[config.mk]
export PLATFORM = sky130hd
export DESIGN_NAME = boot_hdr_check
export DESIGN_NICKNAME = d
export VERILOG_FILES = /design/src/rtl/hdr_chk_pkg.sv /design/src/rtl/hdr_sum_acc.sv /design/src/rtl/hdr_field_cap.sv /design/src/rtl/hdr_rule_eval.sv /design/src/rtl/boot_hdr_check.sv
export SDC_FILE = /design/constraint.sdc
export NUM_CORES = 1
export LEC_CHECK = 0
export BUFFER_PORTS_ARGS = -buffer_cell sky130_fd_sc_hd__clkbuf_2
export CAP_MARGIN = 40
export CORE_MARGIN = 2
export CORE_UTILIZATION = 45
export DETAILED_ROUTE_END_ITERATION = 8
export RECOVER_POWER = 25
export SLEW_MARGIN = 10
export SYNTH_ARGS = -nofsm -noshare
export SYNTH_HDL_FRONTEND = slang
export SYNTH_HIERARCHICAL = 1
export SYNTH_SLANG_ARGS = --single-unit
[constraint.sdc]
create_clock -name clk -period 6.2 [get_ports clk]
set_clock_uncertainty 0.15 [all_clocks]
set_input_delay 0.93 -clock clk [delete_from_list [all_inputs] [get_ports clk]]
set_output_delay 0.93 -clock clk [all_outputs]
set_load 0.02 [all_outputs]
[src/rtl/hdr_chk_pkg.sv]
package hdr_chk_pkg;
  // header window, byte offsets
  localparam int unsigned HDR_FIRST = 'h020;
  localparam int unsigned HDR_CSUM  = 'h048;
  localparam int unsigned NWORDS    = (HDR_CSUM - HDR_FIRST) / 4 + 1;
  localparam int unsigned NSUM      = NWORDS - 1;
  localparam int unsigned IDX_W     = $clog2(NWORDS);

  // word index within the window
  localparam int unsigned IDX_IMG   = 5;  // 0x034
  localparam int unsigned IDX_RSV_A = 6;  // 0x038
  localparam int unsigned IDX_START = 7;  // 0x03C
  localparam int unsigned IDX_TOTAL = 8;  // 0x040
  localparam int unsigned IDX_RSV_B = 9;  // 0x044
  localparam int unsigned IDX_CSUM  = 10; // 0x048

  // error vector bit positions
  localparam int unsigned E_CSUM  = 0;
  localparam int unsigned E_RSV   = 1;
  localparam int unsigned E_ALIGN = 2;
  localparam int unsigned E_ADDR  = 3;
  localparam int unsigned E_LEN   = 4;
  localparam int unsigned E_MISS  = 5;
  localparam int unsigned ERR_N   = 6;

  typedef enum logic [1:0] {
    SRC_OCM  = 2'd0,
    SRC_XIP4 = 2'd1,
    SRC_XIP8 = 2'd2,
    SRC_BAD  = 2'd3
  } boot_src_e;
endpackage

[src/rtl/hdr_sum_acc.sv]
module hdr_sum_acc #(
  parameter int unsigned DW = 32
) (
  input  logic          clk,
  input  logic          rst_n,
  input  logic          clr_i,
  input  logic          add_i,
  input  logic [DW-1:0] dat_i,
  output logic [DW-1:0] sum_o
);
  logic [DW-1:0] sum_q, sum_d;
  logic          sum_en;

  always_comb begin
    sum_en = clr_i | add_i;
    sum_d  = clr_i ? '0 : sum_q + dat_i;  // wraps modulo 2^DW
  end

  always_ff @(posedge clk or negedge rst_n) begin
    if (!rst_n)      sum_q <= '0;
    else if (sum_en) sum_q <= sum_d;
  end

  assign sum_o = sum_q;

  p_sum_clr_r9: assert property (@(posedge clk) disable iff (!rst_n)
    clr_i |=> (sum_o == '0));
  p_sum_hold_r1: assert property (@(posedge clk) disable iff (!rst_n)
    (!clr_i && !add_i) |=> $stable(sum_o));
endmodule

[src/rtl/hdr_field_cap.sv]
module hdr_field_cap import hdr_chk_pkg::*; #(
  parameter int unsigned DW = 32
) (
  input  logic             clk,
  input  logic             rst_n,
  input  logic             clr_i,
  input  logic             we_i,
  input  logic [IDX_W-1:0] idx_i,
  input  logic [DW-1:0]    dat_i,
  output logic [DW-1:0]    img_o,
  output logic [DW-1:0]    start_o,
  output logic [DW-1:0]    total_o,
  output logic [DW-1:0]    rsv_a_o,
  output logic [DW-1:0]    rsv_b_o,
  output logic [NSUM-1:0]  seen_o
);
  logic [DW-1:0]   img_q, start_q, total_q, rsv_a_q, rsv_b_q;
  logic            img_en, start_en, total_en, rsv_a_en, rsv_b_en, seen_en;
  logic [DW-1:0]   fld_d;
  logic [NSUM-1:0] seen_q, seen_d;

  always_comb begin
    fld_d    = clr_i ? '0 : dat_i;
    img_en   = clr_i | (we_i && idx_i == IDX_W'(IDX_IMG));
    rsv_a_en = clr_i | (we_i && idx_i == IDX_W'(IDX_RSV_A));
    start_en = clr_i | (we_i && idx_i == IDX_W'(IDX_START));
    total_en = clr_i | (we_i && idx_i == IDX_W'(IDX_TOTAL));
    rsv_b_en = clr_i | (we_i && idx_i == IDX_W'(IDX_RSV_B));
    seen_en  = clr_i | we_i;
    for (int i = 0; i < int'(NSUM); i++)
      seen_d[i] = !clr_i && (seen_q[i] || idx_i == IDX_W'(i));
  end

  always_ff @(posedge clk or negedge rst_n) begin
    if (!rst_n) begin
      img_q   <= '0;
      start_q <= '0;
      total_q <= '0;
      rsv_a_q <= '0;
      rsv_b_q <= '0;
      seen_q  <= '0;
    end else begin
      if (img_en)   img_q   <= fld_d;
      if (start_en) start_q <= fld_d;
      if (total_en) total_q <= fld_d;
      if (rsv_a_en) rsv_a_q <= fld_d;
      if (rsv_b_en) rsv_b_q <= fld_d;
      if (seen_en)  seen_q  <= seen_d;
    end
  end

  assign img_o   = img_q;
  assign start_o = start_q;
  assign total_o = total_q;
  assign rsv_a_o = rsv_a_q;
  assign rsv_b_o = rsv_b_q;
  assign seen_o  = seen_q;

  p_seen_clr_r9: assert property (@(posedge clk) disable iff (!rst_n)
    clr_i |=> (seen_o == '0));
  p_seen_keep_r7: assert property (@(posedge clk) disable iff (!rst_n)
    (!clr_i && we_i) |=> ($countones(seen_o) >= $countones($past(seen_o))));
endmodule

[src/rtl/hdr_rule_eval.sv]
module hdr_rule_eval import hdr_chk_pkg::*; #(
  parameter int unsigned   DW         = 32,
  parameter int unsigned   ALIGN_BITS = 6,
  parameter logic [DW-1:0] OCM_LIMIT  = 'h0003_0000,
  parameter logic [DW-1:0] XIP4_LIMIT = 'h0100_0000,
  parameter logic [DW-1:0] XIP8_LIMIT = 'h0200_0000
) (
  input  logic [DW-1:0]    sum_i,
  input  logic [DW-1:0]    csum_i,
  input  logic [DW-1:0]    img_i,
  input  logic [DW-1:0]    start_i,
  input  logic [DW-1:0]    total_i,
  input  logic [DW-1:0]    rsv_a_i,
  input  logic [DW-1:0]    rsv_b_i,
  input  logic [NSUM-1:0]  seen_i,
  input  logic             secure_i,
  input  logic [1:0]       src_i,
  output logic [ERR_N-1:0] err_o
);
  logic addr_bad;

  always_comb begin
    case (boot_src_e'(src_i))
      SRC_OCM:  addr_bad = secure_i ? (start_i != '0) : (start_i >= OCM_LIMIT);
      SRC_XIP4: addr_bad = start_i >= XIP4_LIMIT;
      SRC_XIP8: addr_bad = start_i >= XIP8_LIMIT;
      default:  addr_bad = 1'b1;
    endcase
    err_o          = '0;
    err_o[E_CSUM]  = (~sum_i) != csum_i;
    err_o[E_RSV]   = (rsv_a_i != '0) || (rsv_b_i != '0);
    err_o[E_ALIGN] = start_i[ALIGN_BITS-1:0] != '0;
    err_o[E_ADDR]  = addr_bad;
    err_o[E_LEN]   = secure_i ? (total_i <= img_i) : (total_i != img_i);
    err_o[E_MISS]  = !(&seen_i);
  end
endmodule

[src/rtl/boot_hdr_check.sv]
module boot_hdr_check import hdr_chk_pkg::*; #(
  parameter int unsigned     DW         = 32,
  parameter int unsigned     OFF_W      = 12,
  parameter int unsigned     ALIGN_BITS = 6,
  parameter logic [DW-1:0]   OCM_LIMIT  = 'h0003_0000,
  parameter logic [DW-1:0]   XIP4_LIMIT = 'h0100_0000,
  parameter logic [DW-1:0]   XIP8_LIMIT = 'h0200_0000
) (
  input  logic             clk,
  input  logic             rst_n,
  input  logic             start_i,
  input  logic             word_vld_i,
  input  logic [OFF_W-1:0] word_off_i,
  input  logic [DW-1:0]    word_dat_i,
  input  logic             secure_i,
  input  logic [1:0]       src_sel_i,
  output logic             done_o,
  output logic [ERR_N-1:0] err_o,
  output logic             pass_o
);
  logic [OFF_W-1:0] rel_off;
  logic [IDX_W-1:0] idx;
  logic             in_win, acc_en, add_en, is_csum;
  logic [DW-1:0]    sum, img, start_addr, total, rsv_a, rsv_b;
  logic [NSUM-1:0]  seen;
  logic [ERR_N-1:0] err_now;

  logic             armed_q, armed_d, done_q, done_d, pass_q, pass_d;
  logic [ERR_N-1:0] err_q, err_d;

  // offset decode: aligned words inside the header window only
  always_comb begin
    rel_off = word_off_i - OFF_W'(HDR_FIRST);
    idx     = IDX_W'(rel_off >> 2);
    in_win  = word_vld_i && (word_off_i[1:0] == 2'b00) &&
              (word_off_i >= OFF_W'(HDR_FIRST)) && (word_off_i <= OFF_W'(HDR_CSUM));
    acc_en  = armed_q && !start_i && in_win;
    add_en  = acc_en && (idx < IDX_W'(NSUM));
    is_csum = acc_en && (idx == IDX_W'(IDX_CSUM));
  end

  hdr_sum_acc #(.DW(DW)) u_sum (
    .clk(clk), .rst_n(rst_n), .clr_i(start_i), .add_i(add_en),
    .dat_i(word_dat_i), .sum_o(sum)
  );

  hdr_field_cap #(.DW(DW)) u_cap (
    .clk(clk), .rst_n(rst_n), .clr_i(start_i), .we_i(add_en), .idx_i(idx),
    .dat_i(word_dat_i), .img_o(img), .start_o(start_addr), .total_o(total),
    .rsv_a_o(rsv_a), .rsv_b_o(rsv_b), .seen_o(seen)
  );

  hdr_rule_eval #(
    .DW(DW), .ALIGN_BITS(ALIGN_BITS), .OCM_LIMIT(OCM_LIMIT),
    .XIP4_LIMIT(XIP4_LIMIT), .XIP8_LIMIT(XIP8_LIMIT)
  ) u_eval (
    .sum_i(sum), .csum_i(word_dat_i), .img_i(img), .start_i(start_addr),
    .total_i(total), .rsv_a_i(rsv_a), .rsv_b_i(rsv_b), .seen_i(seen),
    .secure_i(secure_i), .src_i(src_sel_i), .err_o(err_now)
  );

  // next-state
  always_comb begin
    armed_d = armed_q;
    done_d  = 1'b0;
    pass_d  = pass_q;
    err_d   = err_q;
    if (start_i) begin
      armed_d = 1'b1;
      pass_d  = 1'b0;
      err_d   = '0;
    end else if (is_csum) begin
      armed_d = 1'b0;
      done_d  = 1'b1;
      pass_d  = (err_now == '0);
      err_d   = err_now;
    end
  end

  // registers
  always_ff @(posedge clk or negedge rst_n) begin
    if (!rst_n) begin
      armed_q <= 1'b0;
      done_q  <= 1'b0;
      pass_q  <= 1'b0;
      err_q   <= '0;
    end else begin
      armed_q <= armed_d;
      done_q  <= done_d;
      pass_q  <= pass_d;
      err_q   <= err_d;
    end
  end

  assign done_o = done_q;
  assign pass_o = pass_q;
  assign err_o  = err_q;

  p_done_pulse_r8: assert property (@(posedge clk) disable iff (!rst_n)
    done_o |=> !done_o);
  p_done_disarms_r8: assert property (@(posedge clk) disable iff (!rst_n)
    done_o |-> !armed_q);
  p_start_clear_r9: assert property (@(posedge clk) disable iff (!rst_n)
    start_i |=> (!pass_o && err_o == '0 && !done_o));
  p_idle_nodone_r9: assert property (@(posedge clk) disable iff (!rst_n)
    (!armed_q && !start_i) |=> !done_o);
  p_miss_nopass_r7: assert property (@(posedge clk) disable iff (!rst_n)
    err_o[E_MISS] |-> !pass_o);
endmodule

==> run_results.csv <==
group,metric,value,unit
outcome,status,"finished with violations",
outcome,violations,"max-capacitance violations, max-slew violations",
clock_network,numCtsBuffers,24,
sta,relSlewSlack,-112.8,%
sta,hold_viol_final,0,
die,fp-row-count,60,
power_and_ir_drop,leakagePower,0.007149,uW
yosys,synth_warnings,6,
yosys,synth_edf_count,0,
job,drv_cap,1,
worst_setup_path,cp.required,5.96,ns
route,vias_per_cell,5.543,
final_layout,area_growth,11.67,%
clock_network,cts-resized-gates,0,
final_layout,nNetsFinal,1333,
sta,setup_viol_count_final,0,
route,routed_wl,29.94,mm
sta,fmax,0.2452,GHz
global_routing,grtUsageTotal,21.17,%
yosys,ys_seq_elements,211,
placement,place_congestion,0.8566,
yosys,postSynthCellCount,1181,
yosys,netlist_area,0.01235,mm2
global_routing,grt_pass1_vias,8864,
worst_setup_path,crit_buf_inv,2,
yosys,synth_ff_type,"dfrtp_1",
clock_network,ctsLongestPathBuffers,3,
global_routing,grt_overflow,0,
worst_setup_path,start_kind,"input port",
worst_setup_path,path_max_fanout,127,
power_and_ir_drop,vdd.ir_drop.worst,0.2232,mV
clock_network,cts_setup_buffers,0,
die,core_area,0.02695,mm2
clock_network,cts.sinks,211,
worst_setup_path,worstSetupPathType,"in2async",
global_routing,grtUsageMet3,1.982,%
worst_setup_path,cp_slowest_cell,"clkbuf_2",
route,ant_nets,0,
yosys,yosysSeqAreaShare,42.74,%
global_routing,antenna_found_initial,0,
route,drc,0,
final_layout,fin_cells,1577,
route,via_count,8741,
worst_setup_path,max_stage_delay,2.28,ns
clock_network,clock_latency,0.52,ns
power_and_ir_drop,power.density,227.8,mW/mm2
sta,rsz0062_at_grt,"false",
route,drtIter0Drc,482,
placement,postPlaceCellArea,0.01292,mm2
clock_network,cts_tree,"done",
yosys,synth_fp_nets,1296,
final_layout,final_area,0.01379,mm2
yosys,async_flop_share,100.0,%
sta,worst_slew_pin_slew,3.193,ns
global_routing,met2_usage,33.36,%
die,ioPinCount,59,
route,detail_route.wl_per_cell,18.99,um
die,dieArea,0.02879,mm2
yosys,yosys.area.top_type_share,42.74,%
clock_network,root_buffer,"clkbuf_16",
yosys,synth_area_leaders,"dfrtp_1 43%, mux2i_1 14%, nand2b_1 9.9%, ha_1 6.4%, xor2_1 2.7%",
route,dr.pass1.iters,4,
sta,slew_violations,128,
sta,finalCritPeriodShare,65.77,%
clock_network,cts_hold_buf,0,
die,die_h,169.7,um
global_routing,grt_pass1_wl,48.36,mm
yosys,syn_avg_cell_area,10.46,um2
clock_network,htree_levels,1,
placement,io_buffers,58,
global_routing,grt_max_degree,128,
global_routing,busiest_layer,"met2",
placement,place_inst,1533,
worst_setup_path,arrival,3.84,ns
sta,min_period,4.078,ns
die,die_x,169.7,um
yosys,synthDistinctLibCells,71,
placement,dp_hpwl,20.99,mm
min_path,hold_class,"in2async",
final_layout,drive_above_1_share,11.00,%
clock_network,clkTransAtPathRegs,0.06,ns
sta,setup_tns,0,ns
worst_setup_path,cp-end-kind,"asynchronous set/reset pin",
global_routing,grtUsageMet1,31.23,%
final_layout,antenna_cells,0,
die,start_util,45.84,%
yosys,synth_area_leader_cell,"dfrtp_1",
worst_setup_path,path_cells,"buf_8 -> clkbuf_2",
worst_setup_path,cp_top_family,"buffers and inverters",
==> cells in the final DEF, fill, tap and decap left out, types with 4 or more instances in the layout <==
| cell type | netlist | routed |
|---|---|---|
| dfrtp_1 | 211 | 211 |
| nand2b_1 | 196 | 196 |
| mux2i_1 | 177 | 177 |
| ha_1 | 63 | 63 |
| clkbuf_2 | 0 | 56 |
| nor2_1 | 51 | 51 |
| a21oi_1 | 48 | 48 |
| inv_1 | 46 | 46 |
| xor2_1 | 38 | 38 |
| nor4_1 | 27 | 27 |
| nand2_1 | 29 | 26 |
| nand4_1 | 26 | 26 |
| clkbuf_16 | 0 | 25 |
| o21ai_0 | 22 | 22 |
| nor2b_1 | 19 | 19 |
| a21o_1 | 19 | 19 |
| nand3_1 | 15 | 15 |
| xnor2_1 | 14 | 14 |
| nor3_1 | 12 | 12 |
| a31oi_1 | 11 | 11 |
| mux2_2 | 6 | 6 |
| clkinv_2 | 0 | 6 |
| o21a_1 | 6 | 6 |
| a211oi_1 | 6 | 6 |
| clkbuf_8 | 0 | 5 |
| bufinv_16 | 0 | 5 |
| nor4b_2 | 3 | 4 |
| nor3b_1 | 4 | 4 |
| or4_1 | 4 | 4 |
| clkbuf_1 | 34 | 4 |
| buf_4 | 11 | 4 |
| o211ai_1 | 4 | 4 |
| o21ai_1 | 4 | 4 |
| a221o_1 | 4 | 4 |
| or3_1 | 4 | 4 |
==> cell families (layout without fill, tap and decap cells) <==
kind of cell	after synthesis	after routing	synth area share (%)
DFF	211	211	42.74
xor gates and xnor gates	52	52	3.687
muxes	184	184	14.98
and+or+nand+nor	413	413	19.91
AOI/OAI and AO/OA	156	156	8.367
adders and majority gates	64	64	6.543
buffers and inverters	101	156	3.768
==> layout make-up <==
class	instances	area, um2
multi-input cells	869	6621
clock buffers	33	705.7
clock inverters	11	180.2
fillers	2477	13160
flip-flops and latches	211	5280
inverters	46	172.7
repair buffers	66	407.9
well taps	341	426.7
==> state kept, by name (all words and copies together), names as in the netlist <==
name	cells
armed_q	1
done_o	1
err_o	6
pass_o	1
u_cap/img_o	32
u_cap/rsv_a_o	32
u_cap/rsv_b_o	32
u_cap/seen_o	10
u_cap/start_o	32
u_cap/total_o	32
u_sum/sum_o	32
==> synthesized netlist by cell type (all sizes together) (2+ instances only) <==
master,n
o31ai,3
a31o,2
clkbuf,34
a21oi,49
nor2,51
buf,21
a22o,3
nand3,16
a32o,2
nor3b,4
mux2i,177
ha,63
a221o,4
o21a,6
a2bb2oi,2
and4,3
and3,5
a21o,19
xnor2,14
xor2,38
o22ai,2
a41oi,2
o31a,3
nor3,12
o21ai,26
nand2,29
o21bai,3
inv,46
a32oi,2
nor2b,19
a31oi,11
and3b,2
nor4,28
nand2b,196
nor4b,6
or2,3
or3,4
o211ai,5
nand4,27
mux2,7
dfrtp,211
a211oi,6
or4,4
==> report_power, final <==
| part | total (uW) | internal [uW] | leakage [uW] | switching, uW |
|---|---|---|---|---|
| Combinational | 192 | 61.6 | 0.00376 | 130 |
| Sequential | 1380 | 1380 | 0.00294 | 0.126 |
| Clock | 1570 | 1000 | 0.000442 | 572 |
==> metal layers <==
layer	up-vias	routed length, um
met2	138	13540
met5	-	0
met4	0	764
li1	4248	-
met3	45	908
met1	4310	14730
==> final timing paths <==
kind,startpoint,endpoint,slack [ns],depth (start not counted)
setup / recovery,rst_n,u_cap/rsv_b_o[25],2.12,2
hold / removal,rst_n,done_o,0.24,1
setup reg to reg,u_cap/img_o[23],pass_o,2.95,10
hold reg to reg,u_cap/seen_o[5],u_cap/seen_o[5],0.34,2
max in group clk,start_i,u_cap/rsv_a_o[9],2.76,8
min in group clk,u_cap/seen_o[5],u_cap/seen_o[5],0.34,2
==> metrics by stage <==
step	hold slack (ns)	utilization (%)	setup WS, ns	power (uW)
floorplan	0.3004	-	2.757	1499
global placement	0.3234	47.71	2.148	1599
detailed placement	0.3273	47.96	2.254	1599
CTS	0.2839	51.24	2.784	3183
global route	0.2910	51.18	1.385	3248
finish	0.2371	51.18	2.122	3142
Note: power is estimated with default switching activity, not from simulation.
